[src/rtl/dma_seq_pkg.sv]
`timescale 1ns/1ps
package dma_seq_pkg;

    localparam int ADDR_W = 16;
    localparam int CNT_W  = 16;
    localparam int PAGE_W = 8;
    localparam int EXT_W  = ADDR_W + PAGE_W;

    typedef enum logic {
        SEQ_IDLE = 1'b0,
        SEQ_XFER = 1'b1
    } seq_state_e;

    typedef enum logic [1:0] {
        DIR_VERIFY = 2'b00,
        DIR_MEMWR  = 2'b01,
        DIR_MEMRD  = 2'b10,
        DIR_NONE   = 2'b11
    } xfer_dir_e;

    typedef struct packed {
        logic      cascade;
        logic      autoinit;
        xfer_dir_e dir;
    } mode_cfg_t;

    typedef struct packed {
        seq_state_e         state;
        logic [ADDR_W-1:0]  base_addr;
        logic [CNT_W-1:0]   base_cnt;
        logic [ADDR_W-1:0]  cur_addr;
        logic [CNT_W-1:0]   cur_cnt;
        logic               mask;
    } chan_regs_t;

endpackage

[src/rtl/dma_mode_decode.sv]
`timescale 1ns/1ps
module dma_mode_decode
    import dma_seq_pkg::*;
(
    input  logic [1:0] svc_bits_i,
    input  logic       auto_bit_i,
    input  logic [1:0] dir_bits_i,
    output mode_cfg_t  cfg_o
);
    always_comb begin
        cfg_o.cascade  = (svc_bits_i == 2'b11);
        cfg_o.autoinit = auto_bit_i;
        cfg_o.dir      = xfer_dir_e'(dir_bits_i);
    end
endmodule

[src/rtl/dma_count_step.sv]
`timescale 1ns/1ps
module dma_count_step #(
    parameter int AW = 16,
    parameter int CW = 16
) (
    input  logic [AW-1:0] addr_i,
    input  logic [CW-1:0] cnt_i,
    output logic [AW-1:0] addr_next_o,
    output logic [CW-1:0] cnt_next_o,
    output logic          last_o
);
    localparam logic [AW-1:0] ADDR_ONE = AW'(1);
    localparam logic [CW-1:0] CNT_ONE  = CW'(1);

    always_comb begin
        addr_next_o = addr_i + ADDR_ONE;
        cnt_next_o  = cnt_i - CNT_ONE;
        last_o      = (cnt_i == '0);
    end
endmodule

[src/rtl/dma_ext_addr.sv]
`timescale 1ns/1ps
module dma_ext_addr #(
    parameter int AW = 16,
    parameter int PW = 8
) (
    input  logic             word_mode_i,
    input  logic [PW-1:0]    page_i,
    input  logic [AW-1:0]    addr_i,
    output logic [AW+PW-1:0] ext_o
);
    logic [AW+PW-1:0] byte_form;
    logic [AW+PW-1:0] word_form;

    always_comb begin
        byte_form = {page_i, addr_i};
        word_form = {page_i[PW-1:1], addr_i, 1'b0};
        ext_o     = word_mode_i ? word_form : byte_form;
    end
endmodule

[src/rtl/dma_chan_seq.sv]
`timescale 1ns/1ps
module dma_chan_seq
    import dma_seq_pkg::*;
(
    input  logic              clk,
    input  logic              rst_n,
    input  logic              cfg_load_i,
    input  logic [ADDR_W-1:0] cfg_addr_i,
    input  logic [CNT_W-1:0]  cfg_count_i,
    input  logic [7:0]        mode_i,
    input  logic              word_mode_i,
    input  logic [PAGE_W-1:0] page_i,
    input  logic              mask_set_i,
    input  logic              mask_clr_i,
    input  logic              dreq_i,
    input  logic              hold_ack_i,
    output logic              dack_o,
    output logic              hold_req_o,
    output logic              mem_wr_o,
    output logic              mem_rd_o,
    output logic              tc_o,
    output logic [EXT_W-1:0]  ext_addr_o,
    output logic [ADDR_W-1:0] cur_addr_o,
    output logic [CNT_W-1:0]  cur_count_o,
    output logic              mask_o
);

    chan_regs_t        regs_d, regs_q;
    mode_cfg_t         mode_cfg;
    logic [ADDR_W-1:0] addr_step;
    logic [CNT_W-1:0]  cnt_step;
    logic              last_xfer;
    logic              in_xfer;
    logic              tc_mask_d;
    logic              unused_mode_bits;

    assign unused_mode_bits = ^{mode_i[5], mode_i[1:0]};

    dma_mode_decode u_mode (
        .svc_bits_i (mode_i[7:6]),
        .auto_bit_i (mode_i[4]),
        .dir_bits_i (mode_i[3:2]),
        .cfg_o      (mode_cfg)
    );

    dma_count_step #(.AW(ADDR_W), .CW(CNT_W)) u_step (
        .addr_i      (regs_q.cur_addr),
        .cnt_i       (regs_q.cur_cnt),
        .addr_next_o (addr_step),
        .cnt_next_o  (cnt_step),
        .last_o      (last_xfer)
    );

    dma_ext_addr #(.AW(ADDR_W), .PW(PAGE_W)) u_ext (
        .word_mode_i (word_mode_i),
        .page_i      (page_i),
        .addr_i      (regs_q.cur_addr),
        .ext_o       (ext_addr_o)
    );

    assign in_xfer = (regs_q.state == SEQ_XFER);

    always_comb begin
        regs_d    = regs_q;
        tc_mask_d = 1'b0;

        if (in_xfer) begin
            if (!last_xfer) begin
                regs_d.cur_addr = addr_step;
                regs_d.cur_cnt  = cnt_step;
            end else if (mode_cfg.autoinit) begin
                regs_d.cur_addr = regs_q.base_addr;
                regs_d.cur_cnt  = regs_q.base_cnt;
            end else begin
                regs_d.cur_addr = addr_step;
                regs_d.cur_cnt  = cnt_step;
                tc_mask_d       = 1'b1;
            end
            regs_d.state = SEQ_IDLE;
        end else if (!regs_q.mask && dreq_i && !mode_cfg.cascade) begin
            regs_d.state = SEQ_XFER;
        end

        if (cfg_load_i) begin
            regs_d.base_addr = cfg_addr_i;
            regs_d.base_cnt  = cfg_count_i;
            regs_d.cur_addr  = cfg_addr_i;
            regs_d.cur_cnt   = cfg_count_i;
        end

        if (mask_set_i || tc_mask_d) begin
            regs_d.mask = 1'b1;
        end else if (mask_clr_i) begin
            regs_d.mask = 1'b0;
        end
    end

    always_ff @(posedge clk) begin
        if (!rst_n) begin
            regs_q <= '{state: SEQ_IDLE, base_addr: '0, base_cnt: '0,
                        cur_addr: '0, cur_cnt: '0, mask: 1'b1};
        end else begin
            regs_q <= regs_d;
        end
    end

    always_comb begin
        hold_req_o = mode_cfg.cascade && !regs_q.mask && dreq_i;
        dack_o     = in_xfer || (mode_cfg.cascade && !regs_q.mask && hold_ack_i);
        mem_wr_o   = in_xfer && (mode_cfg.dir == DIR_MEMWR);
        mem_rd_o   = in_xfer && (mode_cfg.dir == DIR_MEMRD);
        tc_o       = in_xfer && last_xfer;
    end

    assign cur_addr_o  = regs_q.cur_addr;
    assign cur_count_o = regs_q.cur_cnt;
    assign mask_o      = regs_q.mask;

    // a strobe lasts one clock and is followed by an idle clock
    a_r4_single_cycle: assert property (@(posedge clk) disable iff (!rst_n)
        (mem_wr_o || mem_rd_o) |=> !(mem_wr_o || mem_rd_o));

    // an idle masked channel does not begin a cycle
    a_r3_masked_idle: assert property (@(posedge clk) disable iff (!rst_n)
        (mask_o && !tc_o && !dack_o) |=> !(mem_wr_o || mem_rd_o || tc_o));

    // a non-final strobed cycle steps the address by one
    a_r6_addr_step: assert property (@(posedge clk) disable iff (!rst_n)
        ((mem_wr_o || mem_rd_o) && !tc_o && !cfg_load_i)
        |=> (cur_addr_o == $past(cur_addr_o) + 16'd1));

    // terminal count without autoinit masks and leaves all ones
    a_r8_tc_masks: assert property (@(posedge clk) disable iff (!rst_n)
        (tc_o && !mode_i[4] && !cfg_load_i)
        |=> (mask_o && cur_count_o == 16'hFFFF));

    // terminal count with autoinit keeps the channel live
    a_r9_tc_reload: assert property (@(posedge clk) disable iff (!rst_n)
        (tc_o && mode_i[4] && !mask_set_i) |=> !mask_o);

    // cascade service never strobes memory
    a_r11_cascade_quiet: assert property (@(posedge clk) disable iff (!rst_n)
        (mode_i[7:6] == 2'b11 && !dack_o && !cfg_load_i)
        |=> (mode_i[7:6] != 2'b11) || (!mem_wr_o && !mem_rd_o));

endmodule

[config.mk]
export PLATFORM = sky130hd
export DESIGN_NAME = dma_chan_seq
export DESIGN_NICKNAME = d
export VERILOG_FILES = /design/src/rtl/dma_seq_pkg.sv /design/src/rtl/dma_mode_decode.sv /design/src/rtl/dma_count_step.sv /design/src/rtl/dma_ext_addr.sv /design/src/rtl/dma_chan_seq.sv
export SDC_FILE = /design/constraint.sdc
export NUM_CORES = 1
export LEC_CHECK = 0
export BUFFER_PORTS_ARGS = -buffer_cell sky130_fd_sc_hd__buf_2
export CAP_MARGIN = 5
export CORE_ASPECT_RATIO = 1.1
export CORE_MARGIN = 2
export CORE_UTILIZATION = 56
export CTS_CLUSTER_SIZE = 16
export DETAILED_ROUTE_END_ITERATION = 10
export GPL_ROUTABILITY_DRIVEN = 1
export PLACE_DENSITY = 0.94
export SYNTH_ARGS = -nofsm -noshare
export SYNTH_HDL_FRONTEND = slang
export SYNTH_SLANG_ARGS = --single-unit
export TNS_END_PERCENT = 50
[constraint.sdc]
create_clock -name clk -period 6.22 [get_ports clk]
set_input_delay 1.555 -clock clk [delete_from_list [all_inputs] [get_ports clk]]
set_output_delay 1.555 -clock clk [all_outputs]
set_load 0.005 [all_outputs]
* Word-level counts from Yosys, hierarchy flattened
Cells that the tools add are included.
** Cells by class
- Muxes and demuxes :: 9
- Equal/unequal tests :: 3
- Bitwise gates (word level) :: 1
- Reductions and logical operators :: 16
- Add/subtract/negate cells :: 2
** Operators by type and width (count)
- 32-bit 2-to-1 mux :: 4
- 17-bit 2-to-1 mux :: 1
- 16-bit by 1-bit adder with 16-bit output, second input constant :: 1
- 16-bit zero test :: 1
- 16-bit by 1-bit subtractor with 16-bit output, second input constant :: 1
- 1-bit logical AND :: 8
- 2-bit == test, second input constant :: 2
- 1-bit 2-to-1 mux :: 4
- 2-bit OR reduction :: 2
- 2-bit by 1-bit == test with 1-bit output, second input constant :: 1
- 1-bit zero test :: 2
- 1-bit logical OR :: 2
- 2-bit nonzero test :: 1
- 1-bit inverter :: 1
** Storage, ports and cells
- Register bits :: 66
- Bits of input ports :: 56
- Word-level logic and storage cells :: 37
- Output and inout bits :: 62

* Logic depth before layout (Yosys ltp)
- Word-level depth :: 5
- Gate-level depth with buffers :: 9
- Mapped depth without buffers :: 7

* By module
From an unflattened synthesis, not the netlist that was laid out.
** Second synthesis, totals
- Cells, all modules :: 477
- Area, all modules :: 4453.0 µm²
** By module, submodules not included
- dma_chan_seq :: area each 3601.0 µm², instances 1, cells each 371
- dma_count_step :: area each 516.7 µm², instances 1, cells each 76
- dma_ext_addr :: area each 306.5 µm², instances 1, cells each 26
- dma_mode_decode :: area each 28.8 µm², instances 1, cells each 4

* Least setup slack after synthesis
Ideal clock, no wire load.
- Path type :: input -> output
- Start :: input port word_mode_i
- End :: output port ext_addr_o[12]
- Stages on the path :: 3
- Path slack :: 2096 ps
- Data arrival time :: 2569 ps
- Buffers on the path :: 2
- Required time :: 4665 ps
- Cell sequence :: clkbuf_1 > buf_1 > mux2_2
** On the way
- Longest elaborated chain between the ends :: 1
** RTL lines
- start, declared :: RTL line dma_chan_seq.sv:11 : input logic word_mode_i,
- 17-bit 2-to-1 mux :: RTL line dma_ext_addr.sv:17 : ext_o = word_mode_i ? word_form : byte_form;
- end, declared :: RTL line dma_chan_seq.sv:22 : output logic [EXT_W-1:0] ext_addr_o,
No other way between the ends.

* Final worst setup path
- Start :: input port word_mode_i
- End :: output port ext_addr_o[10]
The elaborated chain is that of the path after synthesis.

==> impl_metrics.tcl <==
set metrics [dict create \
    outcome "completed" \
    ys_seq_area_share_pct 33.9 \
    fin_total_pwr_mw 1.00 \
    regToRegSetupSlack_ns 3.24 \
    hold_violations 0 \
    h-tree-depth 3 \
    synth_area_um2 3900 \
    grt_overflow 0 \
    powerDensity_nw_per_um2 232 \
    cp-start-kind "input port" \
    power_frac_clock_pct 35.3 \
    holdPathEnd "regs_q[36]" \
    r2r_start "cur_count_o[10]" \
    cts_resized 0 \
    holdWs_ns 0.473 \
    fin_ws_ns 2.29 \
    maxCapViolCount 0 \
    die_h_um 91.5 \
    hold_depth 2 \
    tns_ns 0 \
    hold_path_class "flop to flop" \
    cts_root_buf "clkbuf_8" \
    grt_setup_unrepaired "false" \
    relSlewSlack_pct 17.5 \
    die_area_um2 7650 \
    routed_wl_mm 10.2 \
    required_ns 4.66 \
    p_sw_share_pct 27.9 \
    p_switching_uw 279 \
    reg2reg_depth 6 \
    yosysWarningCount 0 \
    synth_area_leaders "dfxtp_1, mux2i_1, buf_4" \
    place_ws_ns 2.18 \
    drive_above_1_share_pct 27.3 \
    slew_viol_final 0 \
    worstHoldStart "regs_q[36]" \
    ys_seq_elements 66 \
    crit_path_max_fanout 19 \
    drc 0 \
    ys_async_sr_fraction_pct 0 \
    grt_pass1_vias 3446 \
    ant_nets 0 \
    seqPwrFrac_pct 47.8 \
    die_w_um 83.6 \
    synth_area_leader_cell "dfxtp_1" \
    avgSynthCellArea_um2 8.21 \
    critPathKind "input port to output port" \
    ys_types 55 \
    postCtsHoldBufs 0 \
    initial_utilization_pct 58.5 \
    max_freq_mhz 255 \
    cp.arrival_ns 2.37 \
    ir_worst_vdd_uv 154 \
    leakagePower_nw 1.93 \
    p_int_uw 721 \
    cts_setup_buffers 0 \
    setup_violations 0 \
    clock_latency_ns 0.35 \
    cts.path.max_buffers 2 \
    grt_pass1_wl_mm 16.5 \
    via_per_inst 6.22 \
    post_drt_wl_per_cell_um 16.8 \
    grt_max_degree 67 \
    globalplace.congestion 0.862 \
    skew_ns 0.00766 \
    std_cell_rows 31 \
    antenna_found_initial 0 \
    synth-edff-count 0 \
    syn2layout_area_growth_pct 10.5 \
    cts_buffers 9 \
    syn_nets 534 \
    coreArea_um2 6670 \
    combPwrFrac_pct 17.0 \
    tightest_slew_ns 1.23 \
    period_needed_ns 3.93 \
    grt_use_total_pct 26.4 \
    drt-initial-drc-count 357 \
    firstDrtPassIters 5 \
    cts_sinks 66 \
    hpwl_mm 6.77 \
    io_buffers 100 \
    end_kind "output port" \
    cts_tree "done" \
    ioPinCount 118 \
    yosysTopAreaCellShare_pct 33.9 \
    vias 3762 \
    n_antenna_cell 0 \
    synth_cells 475 \
    fin_nets 578 \
    clk_pin_slew_ns 0.07 \
    rr_endpoint "cur_count_o[14]" \
    min_period_over_period_pct 63.2 \
    synthFlopType "dfxtp_1" \
]
## critical path, stage by stage
cell,delay [ns]
buf_2,0.30
mux2_2,0.39
buf_2,0.13
## through the flow
step                      util (%)  instance area, um2  cells
after floorplan                  -                3900    475
after global placement        61.8                4120    590
after detailed placement      61.8                4120    590
after CTS                     64.6                4310    605
after global routing          64.6                4310    605
final                         64.6                4310    605
## placed cells by master (no fill, tap or decap), types with 9 or more instances in the layout
| cell | count |
|---|---|
| a21oi_1 | 24 |
| a22oi_1 | 9 |
| buf_2 | 100 |
| clkbuf_8 | 10 |
| dfxtp_1 | 66 |
| inv_1 | 10 |
| mux2_2 | 16 |
| mux2i_1 | 33 |
| nand2_1 | 33 |
| nand3_1 | 14 |
| nor2_1 | 48 |
| nor3_1 | 11 |
| o21ai_0 | 36 |
## kinds of logic after synthesis
kind of cell | Yosys count | share of synthesized area [%]
DFF | 66 | 33.9
xor gates and xnor gates | 12 | 2.69
and+or+nand+nor | 143 | 17.8
AOI/OAI and AO/OA | 118 | 19.3
adders and majority gates | 3 | 0.962
buffers and inverters | 84 | 12.2
muxes | 49 | 13.1
## power groups by stage
stage               Clock [mW]  Combinational, mW  Sequential [mW]
floorplan                    0              0.133            0.476
global placement             0              0.162            0.484
detailed placement           0              0.168            0.486
CTS                      0.358              0.169            0.477
global route             0.376              0.187            0.482
finish                   0.353              0.170            0.478
## worst max-delay path by stage
stage | startpoint | end | slack, ns | depth (start not counted)
2_1_floorplan | word_mode_i | ext_addr_o[12] | 2.10 | 3
3_3_place_gp | mode_i[4] | cur_count_o[14] | 2.25 | 7
3_5_place_dp | mode_i[4] | cur_count_o[14] | 2.18 | 7
4_1_cts | word_mode_i | ext_addr_o[10] | 2.29 | 3
5_1_grt | word_mode_i | ext_addr_o[12] | 2.24 | 3
6_report | word_mode_i | ext_addr_o[10] | 2.29 | 3
## cell usage after synthesis, types with 4 or more instances
library cell  number
dfxtp_1           66
nor2_1            48
buf_4             40
o21ai_0           36
mux2i_1           33
nand2_1           33
clkbuf_1          25
a21oi_1           24
mux2_2            16
nand3_1           14
nor3_1            11
inv_1             10
a22oi_1            9
nor4_1             8
a31oi_1            7
o211ai_1           7
o22ai_1            7
xnor2_1            7
nand4_1            6
buf_1              5
xor2_1             5
a22o_1             4
or3_1              4
## flip-flops by register name, indices dropped and copies added (netlist names)
signal / cells
regs_q: 32
in_xfer: 1
mask_o: 1
cur_count_o: 16
cur_addr_o: 16
## area by class of cell
| class | count | area, um2 |
|---|---|---|
| Multi-Input combinational cell | 325 | 2110 |
| Inverter | 10 | 37.5 |
| Sequential cell | 66 | 1320 |
| Clock inverter | 3 | 40.0 |
| Timing Repair Buffer | 107 | 553 |
| Fill cell | 589 | 2360 |
| Clock buffer | 12 | 145 |
| Tap cell | 82 | 103 |
## metal layers
layer  up-vias  GRT usage (%)  routed length [um]
met3        22           4.55                 689
met5         -              0                   0
li1       1776              -                   -
met1      1802           32.3                4150
met4         0           11.2                 229
met2       162           45.5                5100
Power figures use the tool's default switching activity.
